## src/rtl/tmr16_pkg.sv

```systemverilog
package tmr16_pkg;
  localparam int BYTE_W = 8;
  localparam int CNT_W  = 16;
  localparam int MODE_W = 4;
  localparam int ADDR_W = 3;
  localparam logic [MODE_W-1:0] MODE_SPECIAL = 4'b1011;

  typedef enum logic [ADDR_W-1:0] {
    A_CNT_LO = 3'd0,
    A_CNT_HI = 3'd1,
    A_CTRL   = 3'd2,
    A_STAT   = 3'd3,
    A_CMP_LO = 3'd4,
    A_CMP_HI = 3'd5,
    A_MODE   = 3'd6
  } reg_addr_e;

  typedef struct packed {
    logic no_sync;
    logic ext_src;
    logic run;
  } ctrl_t;
endpackage

```

## src/rtl/tmr16_edge_sync.sv

```systemverilog
module tmr16_edge_sync #(
  parameter int STAGES = 2
) (
  input  logic clk_i,
  input  logic rst_ni,
  input  logic async_i,
  output logic rise_o
);
  logic [STAGES-1:0] sync_q;
  logic              prev_q;

  always_ff @(posedge clk_i or negedge rst_ni) begin
    if (!rst_ni) begin
      sync_q <= '0;
      prev_q <= 1'b0;
    end else begin
      sync_q <= {sync_q[STAGES-2:0], async_i};
      prev_q <= sync_q[STAGES-1];
    end
  end

  assign rise_o = sync_q[STAGES-1] & ~prev_q;
endmodule

```

## src/rtl/tmr16_counter.sv

```systemverilog
module tmr16_counter #(
  parameter int CNT_W  = 16,
  parameter int BYTE_W = 8
) (
  input  logic                   clk_i,
  input  logic                   rst_ni,
  input  logic [CNT_W/BYTE_W-1:0] byte_we_i,
  input  logic [BYTE_W-1:0]      wdata_i,
  input  logic                   tick_i,
  input  logic                   clear_i,
  output logic [CNT_W-1:0]       count_o,
  output logic                   wrap_o
);
  localparam int NB = CNT_W / BYTE_W;

  logic [CNT_W-1:0] count_q, count_d;

  // write beats clear, clear beats tick
  always_comb begin
    count_d = count_q;
    if (|byte_we_i) begin
      for (int l = 0; l < NB; l++)
        if (byte_we_i[l]) count_d[l*BYTE_W +: BYTE_W] = wdata_i;
    end else if (clear_i) begin
      count_d = '0;
    end else if (tick_i) begin
      count_d = count_q + 1'b1;
    end
  end

  always_ff @(posedge clk_i or negedge rst_ni) begin
    if (!rst_ni) count_q <= '0;
    else         count_q <= count_d;
  end

  assign count_o = count_q;
  assign wrap_o  = tick_i & ~clear_i & ~(|byte_we_i) & (&count_q);
endmodule

```

## src/rtl/tmr16_compare.sv

```systemverilog
module tmr16_compare
  import tmr16_pkg::*;
#(
  parameter int CNT_W  = 16,
  parameter int BYTE_W = 8
) (
  input  logic                    clk_i,
  input  logic                    rst_ni,
  input  logic [CNT_W/BYTE_W-1:0] cmp_we_i,
  input  logic                    mode_we_i,
  input  logic [BYTE_W-1:0]       wdata_i,
  input  logic [CNT_W-1:0]        count_i,
  input  logic                    arm_i,
  output logic [CNT_W-1:0]        cmp_o,
  output logic [MODE_W-1:0]       mode_o,
  output logic                    trigger_o
);
  localparam int NB = CNT_W / BYTE_W;

  logic [CNT_W-1:0]  cmp_q;
  logic [MODE_W-1:0] mode_q;

  for (genvar l = 0; l < NB; l++) begin : g_lane
    always_ff @(posedge clk_i or negedge rst_ni) begin
      if (!rst_ni)          cmp_q[l*BYTE_W +: BYTE_W] <= '0;
      else if (cmp_we_i[l]) cmp_q[l*BYTE_W +: BYTE_W] <= wdata_i;
    end
  end

  always_ff @(posedge clk_i or negedge rst_ni) begin
    if (!rst_ni)        mode_q <= '0;
    else if (mode_we_i) mode_q <= wdata_i[MODE_W-1:0];
  end

  assign cmp_o     = cmp_q;
  assign mode_o    = mode_q;
  assign trigger_o = arm_i & (mode_q == MODE_SPECIAL) & (count_i == cmp_q);
endmodule

```

## src/rtl/tmr16_cmp.sv

```systemverilog
module tmr16_cmp
  import tmr16_pkg::*;
#(
  parameter int SYNC_STAGES = 2
) (
  input  logic              clk_i,
  input  logic              rst_ni,
  input  logic [ADDR_W-1:0] bus_addr_i,
  input  logic              bus_we_i,
  input  logic [BYTE_W-1:0] bus_wdata_i,
  output logic [BYTE_W-1:0] bus_rdata_o,
  input  logic              ext_cnt_i,
  output logic              trigger_o,
  output logic              ovf_flag_o,
  output logic              match_flag_o
);
  ctrl_t              ctrl_q;
  logic [1:0]         flag_q;
  logic [1:0]         cnt_we, cmp_we;
  logic               ctrl_we, stat_we, mode_we;
  logic               ext_rise, tick, wrap, trig;
  logic [CNT_W-1:0]   count_q, cmp_val;
  logic [MODE_W-1:0]  mode_val;
  logic [1:0]         flag_set, flag_keep;

  assign cnt_we  = {bus_we_i && bus_addr_i == A_CNT_HI, bus_we_i && bus_addr_i == A_CNT_LO};
  assign cmp_we  = {bus_we_i && bus_addr_i == A_CMP_HI, bus_we_i && bus_addr_i == A_CMP_LO};
  assign ctrl_we = bus_we_i && bus_addr_i == A_CTRL;
  assign stat_we = bus_we_i && bus_addr_i == A_STAT;
  assign mode_we = bus_we_i && bus_addr_i == A_MODE;

  tmr16_edge_sync #(.STAGES(SYNC_STAGES)) u_sync (
    .clk_i  (clk_i),
    .rst_ni (rst_ni),
    .async_i(ext_cnt_i),
    .rise_o (ext_rise)
  );

  assign tick = ctrl_q.run & (ctrl_q.ext_src ? ext_rise : 1'b1);

  tmr16_counter #(.CNT_W(CNT_W), .BYTE_W(BYTE_W)) u_cnt (
    .clk_i    (clk_i),
    .rst_ni   (rst_ni),
    .byte_we_i(cnt_we),
    .wdata_i  (bus_wdata_i),
    .tick_i   (tick),
    .clear_i  (trig),
    .count_o  (count_q),
    .wrap_o   (wrap)
  );

  tmr16_compare #(.CNT_W(CNT_W), .BYTE_W(BYTE_W)) u_cmp (
    .clk_i    (clk_i),
    .rst_ni   (rst_ni),
    .cmp_we_i (cmp_we),
    .mode_we_i(mode_we),
    .wdata_i  (bus_wdata_i),
    .count_i  (count_q),
    .arm_i    (ctrl_q.run & ~ctrl_q.no_sync),
    .cmp_o    (cmp_val),
    .mode_o   (mode_val),
    .trigger_o(trig)
  );

  always_ff @(posedge clk_i or negedge rst_ni) begin
    if (!rst_ni)      ctrl_q <= '0;
    else if (ctrl_we) ctrl_q <= ctrl_t'(bus_wdata_i[2:0]);
  end

  // write-0-to-clear; a set in the same cycle wins
  assign flag_set  = {trig, wrap};
  assign flag_keep = stat_we ? bus_wdata_i[1:0] : 2'b11;

  always_ff @(posedge clk_i or negedge rst_ni) begin
    if (!rst_ni) flag_q <= '0;
    else         flag_q <= (flag_q & flag_keep) | flag_set;
  end

  always_comb begin
    unique case (bus_addr_i)
      A_CNT_LO: bus_rdata_o = count_q[7:0];
      A_CNT_HI: bus_rdata_o = count_q[15:8];
      A_CTRL:   bus_rdata_o = {5'd0, ctrl_q};
      A_STAT:   bus_rdata_o = {6'd0, flag_q};
      A_CMP_LO: bus_rdata_o = cmp_val[7:0];
      A_CMP_HI: bus_rdata_o = cmp_val[15:8];
      A_MODE:   bus_rdata_o = {4'd0, mode_val};
      default:  bus_rdata_o = '0;
    endcase
  end

  assign trigger_o    = trig;
  assign ovf_flag_o   = flag_q[0];
  assign match_flag_o = flag_q[1];
endmodule

```

## config.mk

```make
export PLATFORM = sky130hd
export DESIGN_NAME = tmr16_cmp
export DESIGN_NICKNAME = d
export VERILOG_FILES = /design/src/rtl/tmr16_pkg.sv /design/src/rtl/tmr16_edge_sync.sv /design/src/rtl/tmr16_counter.sv /design/src/rtl/tmr16_compare.sv /design/src/rtl/tmr16_cmp.sv
export SDC_FILE = /design/constraint.sdc
export NUM_CORES = 1
export LEC_CHECK = 0
export ABC_AREA = 1
export CORE_ASPECT_RATIO = 1.25
export CORE_MARGIN = 1
export CORE_UTILIZATION = 30
export CTS_BUF_LIST = sky130_fd_sc_hd__clkbuf_4 sky130_fd_sc_hd__clkbuf_8
export DETAILED_ROUTE_END_ITERATION = 8
export SYNTH_ARGS = -nofsm -noshare
export SYNTH_HDL_FRONTEND = slang
export SYNTH_SLANG_ARGS = --single-unit
```

## constraint.sdc

```tcl
create_clock -name clk_i -period 3.6 [get_ports clk_i]
set_clock_uncertainty 0.15 [all_clocks]
set_input_delay 0.72 -clock clk_i [delete_from_list [all_inputs] [get_ports clk_i]]
set_output_delay 0.72 -clock clk_i [all_outputs]
set_load 0.005 [all_outputs]
```

==> results of run 1 <==
-- power breakdown --
| part | internal, W | leakage, nW | switching, W |
|---|---|---|---|
| Sequential | 0.000625 | 0.560 | 0.000221 |
| Clock | 0.000209 | 0.0548 | 0.000195 |
| Combinational | 0.000323 | 1.19 | 0.000478 |
| Total | 0.00116 | 1.81 | 0.000894 |
-- state kept, by name (all words and copies together), names as in the netlist --
signal and count:
u_sync.prev_q 1, u_sync.sync_q 2, u_cnt.count_o 16, u_cmp.cmp_o 16, u_cmp.mode_o 4, ctrl_q 3, flag_q 2
-- per-layer routing --
metal  global-route usage  wire length, um  vias up
met4              0.05926              120        0
met5                    0                0        -
met2               0.3434             4807       75
met1               0.2340             3909     1352
li1                     -                -     1500
met3              0.02200              335        9
-- cell families after synthesis --
kind of cell             count (synthesis)  synth area share
AO/OA/AOI/OAI                           51            0.1015
XOR/XNOR                                 5           0.01457
adder cells (fa/ha/maj)                  1          0.004161
buffers and inverters                   77            0.1049
flip-flops                              44            0.3662
AND/OR/NAND/NOR                        273            0.4087
-- how the worst max path moves through the flow --
stage | to | slack (ps) | cells past startpoint | startpoint
after CTS | bus_rdata_o[7] | 100 | 8 | bus_addr_i[0]
after detailed placement | bus_rdata_o[7] | 120 | 8 | bus_addr_i[0]
after global routing | bus_rdata_o[2] | 10 | 7 | bus_addr_i[1]
after floorplan | bus_rdata_o[2] | 1320 | 5 | bus_addr_i[0]
after global placement | bus_rdata_o[7] | 160 | 8 | bus_addr_i[0]
final | bus_rdata_o[7] | 110 | 8 | bus_addr_i[0]
-- final cells by class --
cell class,instances,area (sq um)
Fill cell,1060,6155
Multi-Input combinational cell,330,1590
Sequential cell,44,1101
Timing Repair Buffer,30,282.8
Inverter,68,257.7
Tap cell,126,157.7
Clock buffer,5,68.82
Clock inverter,3,46.29
-- cell usage in the layout (no fill, tap or decap), types with 2 or more instances in the layout --
master	n
nor2_1	33
a21oi_1	5
o2111ai_1	3
o221ai_1	4
nor3_1	3
o22ai_1	6
o21ai_0	23
dfrtp_1	44
inv_1	60
xnor2_1	2
nor4_1	2
clkbuf_8	5
buf_4	5
nor3_4	2
o21ai_1	5
xor2_1	3
nand4_1	5
a221oi_1	3
nor3_2	2
nand2_1	167
nand2_4	7
nand3_1	44
nand2_2	3
inv_2	7
clkdlybuf4s50_1	24
-- per-stage QoR --
stage	instances	power, W	hold WS [ps]	area (sq um)
after floorplan	451	0.001372	181.2	3007
after global placement	598	0.001646	187.1	3390
after detailed placement	598	0.001650	190.5	3390
after CTS	606	0.002059	211.9	3505
after global routing	606	0.002213	213.9	3505
final	606	0.002052	208.8	3505
==> impl_metrics.py, run 1 <==
metrics = {
    "placed_design": {
        "port_buffers": 25,
        "place_ws_ps": 117.5,
        "post-dp-hpwl_um": 7323,
        "place_congestion": 0.9289,
    },
    "yosys": {
        "syn_inst": 451,
        "yosysTopAreaCellShare": 0.3662,
        "synth_area_leaders": "dfrtp_1 (37%), nand2_1 (21%), inv_1 (7.5%)",
        "synth_edf_count": 0,
        "ys_top_cells_by_count": "nand2_1 (167), inv_1 (60), dfrtp_1 (44), nand3_1 (44), nor2_1 (33)",
        "synthFlopType": "dfrtp_1",
        "syn_nets": 467,
        "yosysMostFrequentCell": "nand2_1",
        "yosysUniqueCellTypes": 36,
        "ys_ff_latch": 44,
        "syn_area_sq_um": 3007,
        "syn_area_per_cell_sq_um": 6.667,
        "async_flop_share": 1.000,
        "synth-seq-area-share": 0.3662,
        "yosysTopAreaCell": "dfrtp_1",
        "yosys_warnings": 0,
    },
    "worst_hold_path": {
        "holdCritStartpoint": "u_sync.sync_q[0]",
        "whs_path_depth": 0,
        "min_path_type": "flip-flop to flip-flop",
        "whs_endpoint": "u_sync.sync_q[1]",
    },
    "sta": {
        "finalHoldViolations": 0,
        "finalSetupTns_ps": 0,
        "worst_slew_pin_slew_ps": 969.3,
        "final-setup-viol-count": 0,
        "timing.fmax_mhz": 286.5,
        "rsz0062_at_grt": "false",
        "setup_ws_ps": 109.2,
        "timing.slew.headroom": 0.3538,
        "period_share": 0.9697,
        "slew_violations": 0,
        "period_needed_ps": 3491,
    },
    "power": {
        "vdd_drop_max_uv": 223.5,
        "leakagePower_nw": 1.808,
        "powerDensity_nw_per_um2": 585.6,
    },
    "critical_path": {
        "cp_slowest_cell": "clkdlybuf4s50_1",
        "path_max_fanout": 6,
        "cp-end-kind": "output port",
        "r2r-start": "u_cnt.count_o[10]",
        "slowest_delay_ps": 610,
        "worstPathArrival_ps": 2620,
        "critPathLaunchType": "primary input",
        "path_class": "primary input to output port",
        "cp.buffers_inverters": 5,
        "path_cells": "clkdlybuf4s50_1 -> inv_2 -> nor3_2 -> inv_1 -> o22ai_1 -> inv_1 -> o221ai_1 -> clkdlybuf4s50_1",
        "rr_worst_depth": 12,
        "crit_family": "buffers and inverters",
        "r2r_slack_ps": 1450,
        "cp_data_required_time_ps": 2730,
        "reg2reg_to": "u_cnt.count_o[6]",
    },
    "drt": {
        "vias": 2936,
        "route.detailed.drc": 0,
        "final_antenna_net_count": 0,
        "routed_wl_um": 9173,
        "post_drt_wl_per_cell_um": 15.14,
        "avgViaCountPerCell": 4.845,
        "first_pass_iters": 5,
        "drt_iter0_markers": 186,
    },
    "floorplanning": {
        "fp.coreArea_sq_um": 9659,
        "io_pins": 26,
        "initial_core_util": 0.3113,
        "fp-row-count": 40,
        "die_w_um": 91.54,
        "die_h_um": 113.9,
        "die-area_sq_um": 10430,
    },
    "finish": {
        "num_antenna_cells": 0,
        "post-route-util": 0.3628,
        "synthToLayoutAreaGrowth_pct": 16.56,
        "layout-drive-gt1-share": 0.08125,
        "fin_nets": 495,
    },
    "grt": {
        "grt_pass1_wl_um": 15340,
        "grt_max_degree": 45,
        "grt_pass1_vias": 2901,
        "grt_usage": 0.1896,
        "antenna_found_initial": 0,
        "overflow": 0,
    },
    "clock_network": {
        "htreeDepth": 2,
        "root_buffer": "clkbuf_8",
        "worstSkewPairLatency_ps": 310,
        "cts_made_buffers": 5,
        "post-cts-setup-buffers": 0,
        "cts_resized": 0,
        "ctsLongestPathBuffers": 2,
        "clk_pin_slew_worst_paths_ps": 90,
        "clock_sinks": 44,
        "cts_tree": "built",
        "holdBufCountCts": 0,
    },
    "job": {
        "maxCapViolations": 0,
    },
    "run_status": {
        "status": "complete, no violations",
    },
}
Note: power is estimated with default switching activity, not from simulation.
==> run 2: changes to the inputs <==
--- a/config.mk
+++ b/config.mk
@@ -8,7 +8,7 @@
 export ABC_AREA = 1
 export CORE_ASPECT_RATIO = 1.25
 export CORE_MARGIN = 1
-export CORE_UTILIZATION = 30
+export CORE_UTILIZATION = 45
 export CTS_BUF_LIST = sky130_fd_sc_hd__clkbuf_4 sky130_fd_sc_hd__clkbuf_8
 export DETAILED_ROUTE_END_ITERATION = 8
 export SYNTH_ARGS = -nofsm -noshare
==> run 2 against run 1 <==
Worst setup slack better by 95 ps. Sequential share of layout area up 0.42 points. Die area down 33%. Cell area down 1.3%. Via count up 4.7%. Power up 1.3%. Clock power about the same. Sequential power up 0.7%. Cell count down 6.8%. Clock-buffer cell count unchanged. Global-route usage up 10 points. Fmax up 2.8%. Critical endpoint is now bus_rdata_o[0].
==> impl_metrics.py, run 2 (same netlist as run 1, synthesis figures left out) <==
metrics = {
    "run_status": {
        "status": "complete, no violations",
    },
    "grt": {
        "overflow": 0,
        "grt_max_degree": 45,
        "grt_pass1_vias": 2963,
        "antenna_found_initial": 0,
        "grt_pass1_wl_um": 14990,
        "grt_usage": 0.2918,
    },
    "clock_network": {
        "root_buffer": "clkbuf_8",
        "cts_made_buffers": 5,
        "clock_sinks": 44,
        "htreeDepth": 2,
        "post-cts-setup-buffers": 0,
        "cts_resized": 0,
        "worstSkewPairLatency_ps": 310,
        "clk_pin_slew_worst_paths_ps": 90,
        "cts_tree": "built",
        "ctsLongestPathBuffers": 2,
        "holdBufCountCts": 0,
    },
    "sta": {
        "period_share": 0.9432,
        "rsz0062_at_grt": "false",
        "timing.slew.headroom": 0.3375,
        "timing.fmax_mhz": 294.5,
        "slew_violations": 0,
        "worst_slew_pin_slew_ps": 993.7,
        "final-setup-viol-count": 0,
        "finalSetupTns_ps": 0,
        "finalHoldViolations": 0,
        "period_needed_ps": 3396,
    },
    "power": {
        "p_int_w": 0.001158,
        "clockPowerShare": 0.194,
        "vdd_drop_max_uv": 275.8,
        "p_sw_frac": 0.4427,
        "pwr-share-seq": 0.411,
        "leakagePower_nw": 1.827,
        "powerDensity_nw_per_um2": 600.9,
        "p_comb_frac": 0.395,
        "switching_power_w": 0.0009201,
    },
    "drt": {
        "vias": 3073,
        "final_antenna_net_count": 0,
        "routed_wl_um": 9284,
        "post_drt_wl_per_cell_um": 16.43,
        "route.detailed.drc": 0,
        "avgViaCountPerCell": 5.439,
        "drt_iter0_markers": 234,
        "first_pass_iters": 5,
    },
    "critical_path": {
        "path_class": "primary input to output port",
        "r2r-start": "u_cnt.count_o[3]",
        "crit_start": "bus_addr_i[2]",
        "cp-end-kind": "output port",
        "critPathLaunchType": "primary input",
        "worstPathArrival_ps": 2530,
        "path_max_fanout": 7,
        "cp_data_required_time_ps": 2730,
    },
    "floorplanning": {
        "fp.coreArea_sq_um": 6326,
        "fp-row-count": 32,
        "initial_core_util": 0.4753,
        "die-area_sq_um": 7015,
        "die_h_um": 93.39,
        "io_pins": 26,
        "die_w_um": 75.11,
    },
    "finish": {
        "synthToLayoutAreaGrowth_pct": 15.02,
        "layout-drive-gt1-share": 0.08125,
        "layout_commonest_cell": "nand2_1",
        "fin_nets": 495,
        "num_antenna_cells": 0,
        "stdcell_count": 565,
        "final_cell_mix": "nand2_1 (167), inv_1 (60), nand3_1 (44), dfrtp_1 (44), nor2_1 (33)",
    },
    "worst_hold_path": {
        "min_path_type": "flip-flop to flip-flop",
        "holdCritStartpoint": "u_sync.sync_q[0]",
    },
    "placed_design": {
        "port_buffers": 25,
        "dp.cells": 557,
        "post-dp-hpwl_um": 7308,
        "place_congestion": 1.025,
    },
    "job": {
        "maxCapViolations": 0,
    },
}
run 2: cell count changes in the layout (fill, tap and decap cells not counted), sizes merged:
cell	previous run	this run
clkdlybuf4s50	24	22
dlymetal6s2s	0	2
run 2: final cells by class:
cell class	instances	area (sq um)
multi-input cells	330	1590
inverters	68	257.7
flip-flops and latches	44	1101
fillers	683	2868
clock inverters	3	46.29
repair buffers	30	287.8
well taps	85	106.4
clock buffers	5	68.82
run 2: stage by stage:
step	power [W]	worst slack (ps)	hold slack, ps	util	instance area (sq um)
3_3_place_gp	0.001668	149.2	191.4	0.5277	3338
3_5_place_dp	0.001671	108.3	196.5	0.5277	3338
5_1_grt	0.002237	61.60	222.6	0.5467	3458
4_1_cts	0.002077	95.63	218.2	0.5459	3453
2_1_floorplan	0.001372	1316	181.2	-	3007
6_report	0.002078	204.5	210.8	0.5467	3458
run 2: worst paths after layout:
kind | cells past startpoint | slack, ps | endpoint
setup / recovery | 8 | 200 | bus_rdata_o[0]
hold / removal | 0 | 210 | u_sync.sync_q[1]
setup reg to reg | 12 | 1410 | u_cnt.count_o[10]
hold reg to reg | 0 | 210 | u_sync.sync_q[1]
max in group asynchronous | 1 | 2260 | u_cmp.cmp_o[5]
min in group asynchronous | 1 | 400 | u_cnt.count_o[13]
run 2: power by group through the flow:
stage                     combinational, W  sequential [W]  clock, W
final                             0.000821        0.000853  0.000403
after global routing              0.000937        0.000870  0.000430
after CTS                         0.000822        0.000845  0.000410
after detailed placement          0.000820        0.000851         0
after global placement            0.000812        0.000856         0
after floorplan                   0.000621        0.000750         0
run 2: worst max-delay path: stages:
cell and delay (ps):
clkdlybuf4s50_1 480, buf_4 160, nor3_4 50, inv_1 230, nor2_1 70, a221oi_1 220, nand4_1 130, clkdlybuf4s50_1 470
run 2: layer usage:
metal | wire length, um | vias up | GRT usage | part of all wire
li1 | - | 1496 | - | -
met1 | 3970 | 1465 | 0.3812 | 0.43
met2 | 4610 | 96 | 0.4790 | 0.50
met3 | 513 | 16 | 0.05172 | 0.055
met4 | 189 | 0 | 0.09906 | 0.020
met5 | 0 | - | 0 | 0
==> run 3: changes to the inputs <==
--- a/config.mk
+++ b/config.mk
@@ -11,6 +11,7 @@
 export CORE_UTILIZATION = 45
 export CTS_BUF_LIST = sky130_fd_sc_hd__clkbuf_4 sky130_fd_sc_hd__clkbuf_8
 export DETAILED_ROUTE_END_ITERATION = 8
+export SETUP_SLACK_MARGIN = 0.2
 export SYNTH_ARGS = -nofsm -noshare
 export SYNTH_HDL_FRONTEND = slang
 export SYNTH_SLANG_ARGS = --single-unit
==> run 3 against run 2 <==
Core utilization up 0.099 points. Clock-buffer cell count unchanged. Via count up 0.29%. Cell area up 0.18%. Worst hold slack better by 0.86 ps. Critical endpoint unchanged. Die area unchanged. First-iteration DRC count down 4.7%. Sequential power about the same. Non-clock buffer count up 1. Power up 0.16%.
==> impl_metrics.py, run 3 (same netlist as run 1, synthesis figures left out) <==
metrics = {
    "placed_design": {
        "place_congestion": 1.025,
        "port_buffers": 25,
        "place_ws_ps": 108.3,
        "post-dp-hpwl_um": 7308,
    },
    "drt": {
        "route.detailed.drc": 0,
        "avgViaCountPerCell": 5.445,
        "routed_wl_um": 9285,
        "drt_iter0_markers": 223,
        "vias": 3082,
        "final_antenna_net_count": 0,
        "post_drt_wl_per_cell_um": 16.40,
        "first_pass_iters": 5,
    },
    "sta": {
        "finalSetupTns_ps": 0,
        "timing.slew.headroom": 0.3394,
        "setup_ws_ps": 273.2,
        "period_share": 0.9241,
        "worst_slew_pin_slew_ps": 990.9,
        "rsz0062_at_grt": "true",
        "timing.fmax_mhz": 300.6,
        "period_needed_ps": 3327,
        "slew_violations": 0,
        "finalHoldViolations": 0,
        "hold_ws_ps": 211.7,
        "final-setup-viol-count": 0,
    },
    "clock_network": {
        "ctsLongestPathBuffers": 2,
        "cts_tree": "built",
        "cts_made_buffers": 5,
        "clk_pin_slew_worst_paths_ps": 90,
        "root_buffer": "clkbuf_8",
        "htreeDepth": 2,
        "clock_sinks": 44,
        "worstSkewPairLatency_ps": 310,
    },
    "critical_path": {
        "crit_path_end": "bus_rdata_o[0]",
        "r2r-start": "u_cnt.count_o[3]",
        "crit_start": "bus_addr_i[2]",
        "cp_data_required_time_ps": 2730,
        "cp-end-kind": "output port",
        "path_class": "primary input to output port",
        "worstPathArrival_ps": 2460,
        "r2r_slack_ps": 1410,
        "rr_worst_depth": 12,
        "reg2reg_to": "u_cnt.count_o[8]",
        "critPathLaunchType": "primary input",
        "path_max_fanout": 4,
    },
    "floorplanning": {
        "die_h_um": 93.39,
        "io_pins": 26,
        "fp-row-count": 32,
        "fp.coreArea_sq_um": 6326,
        "die_w_um": 75.11,
        "initial_core_util": 0.4753,
        "die-area_sq_um": 7015,
    },
    "grt": {
        "grt_max_degree": 45,
        "grt_pass1_wl_um": 14950,
        "grt_pass1_vias": 2964,
        "overflow": 0,
        "antenna_found_initial": 0,
        "grt_usage": 0.2911,
    },
    "power": {
        "vdd_drop_max_uv": 277.7,
        "leakagePower_nw": 1.818,
        "powerDensity_nw_per_um2": 600.8,
        "p_total_w": 0.002082,
    },
    "run_status": {
        "status": "complete, no violations",
    },
    "finish": {
        "layout-drive-gt1-share": 0.09148,
        "synthToLayoutAreaGrowth_pct": 15.23,
        "final_cell_mix": "nand2_1 (167), inv_1 (56), nand3_1 (44), dfrtp_1 (44), nor2_1 (33)",
        "num_antenna_cells": 0,
        "layout_commonest_cell": "nand2_1",
        "n_fill_cell": 683,
        "fin_nets": 496,
    },
    "job": {
        "maxCapViolations": 0,
    },
    "worst_hold_path": {
        "min_path_type": "flip-flop to flip-flop",
    },
}
[run 3: per-layer routing]
layer | wire length [um] | global-route usage | vias to the layer above
met3 | 455 | 0.05172 | 14
met1 | 4039 | 0.3791 | 1481
met5 | 0 | 0 | -
li1 | - | - | 1500
met4 | 182 | 0.09906 | 0
met2 | 4608 | 0.4790 | 87
[run 3: what timing repair did]
action / in CTS / in global routing
gates resized for setup: 2 / 5
hold buffers: 0 / 0
setup buffers: 0 / 1
endpoints found under the setup margin: 8 / 7
[run 3: layout make-up]
| cell class | instances | area (sq um) | area share |
|---|---|---|---|
| well taps | 85 | 106.4 | 0.03070 |
| clock buffers | 5 | 68.82 | 0.01986 |
| repair buffers | 31 | 287.8 | 0.08306 |
| multi-input cells | 330 | 1597 | 0.4608 |
| flip-flops and latches | 44 | 1101 | 0.3178 |
| inverters | 68 | 257.7 | 0.07440 |
| clock inverters | 3 | 46.29 | 0.01336 |
[run 3: how the worst min path moves through the flow]
stage / from / to / slack, ps / depth (start not counted)
global route: u_sync.sync_q[0] / u_sync.sync_q[1] / 220 / 0
CTS: u_sync.sync_q[0] / u_sync.sync_q[1] / 220 / 0
global placement: u_sync.sync_q[0] / u_sync.sync_q[1] / 190 / 0
floorplan: u_sync.sync_q[0] / u_sync.sync_q[1] / 180 / 0
finish: u_sync.sync_q[0] / u_sync.sync_q[1] / 210 / 0
detailed placement: u_sync.sync_q[0] / u_sync.sync_q[1] / 200 / 0
[run 3: through the flow]
step | utilization | area, sq um | std cells
floorplan | - | 3007 | 451
global placement | 0.5277 | 3338 | 557
detailed placement | 0.5277 | 3338 | 557
CTS | 0.5455 | 3451 | 565
global route | 0.5477 | 3465 | 566
finish | 0.5477 | 3465 | 566
[run 3: critical path, cell delays in order]
cell	delay [ps]
clkdlybuf4s50_1	420
buf_4	170
nor3_1	370
nand2_1	130
nand4_1	130
clkdlybuf4s50_1	500
[run 3: power breakdown]
part           switching [W]  internal [W]
Clock               0.000195      0.000209
Combinational       0.000497      0.000324
Sequential          0.000230      0.000625
Total               0.000923       0.00116
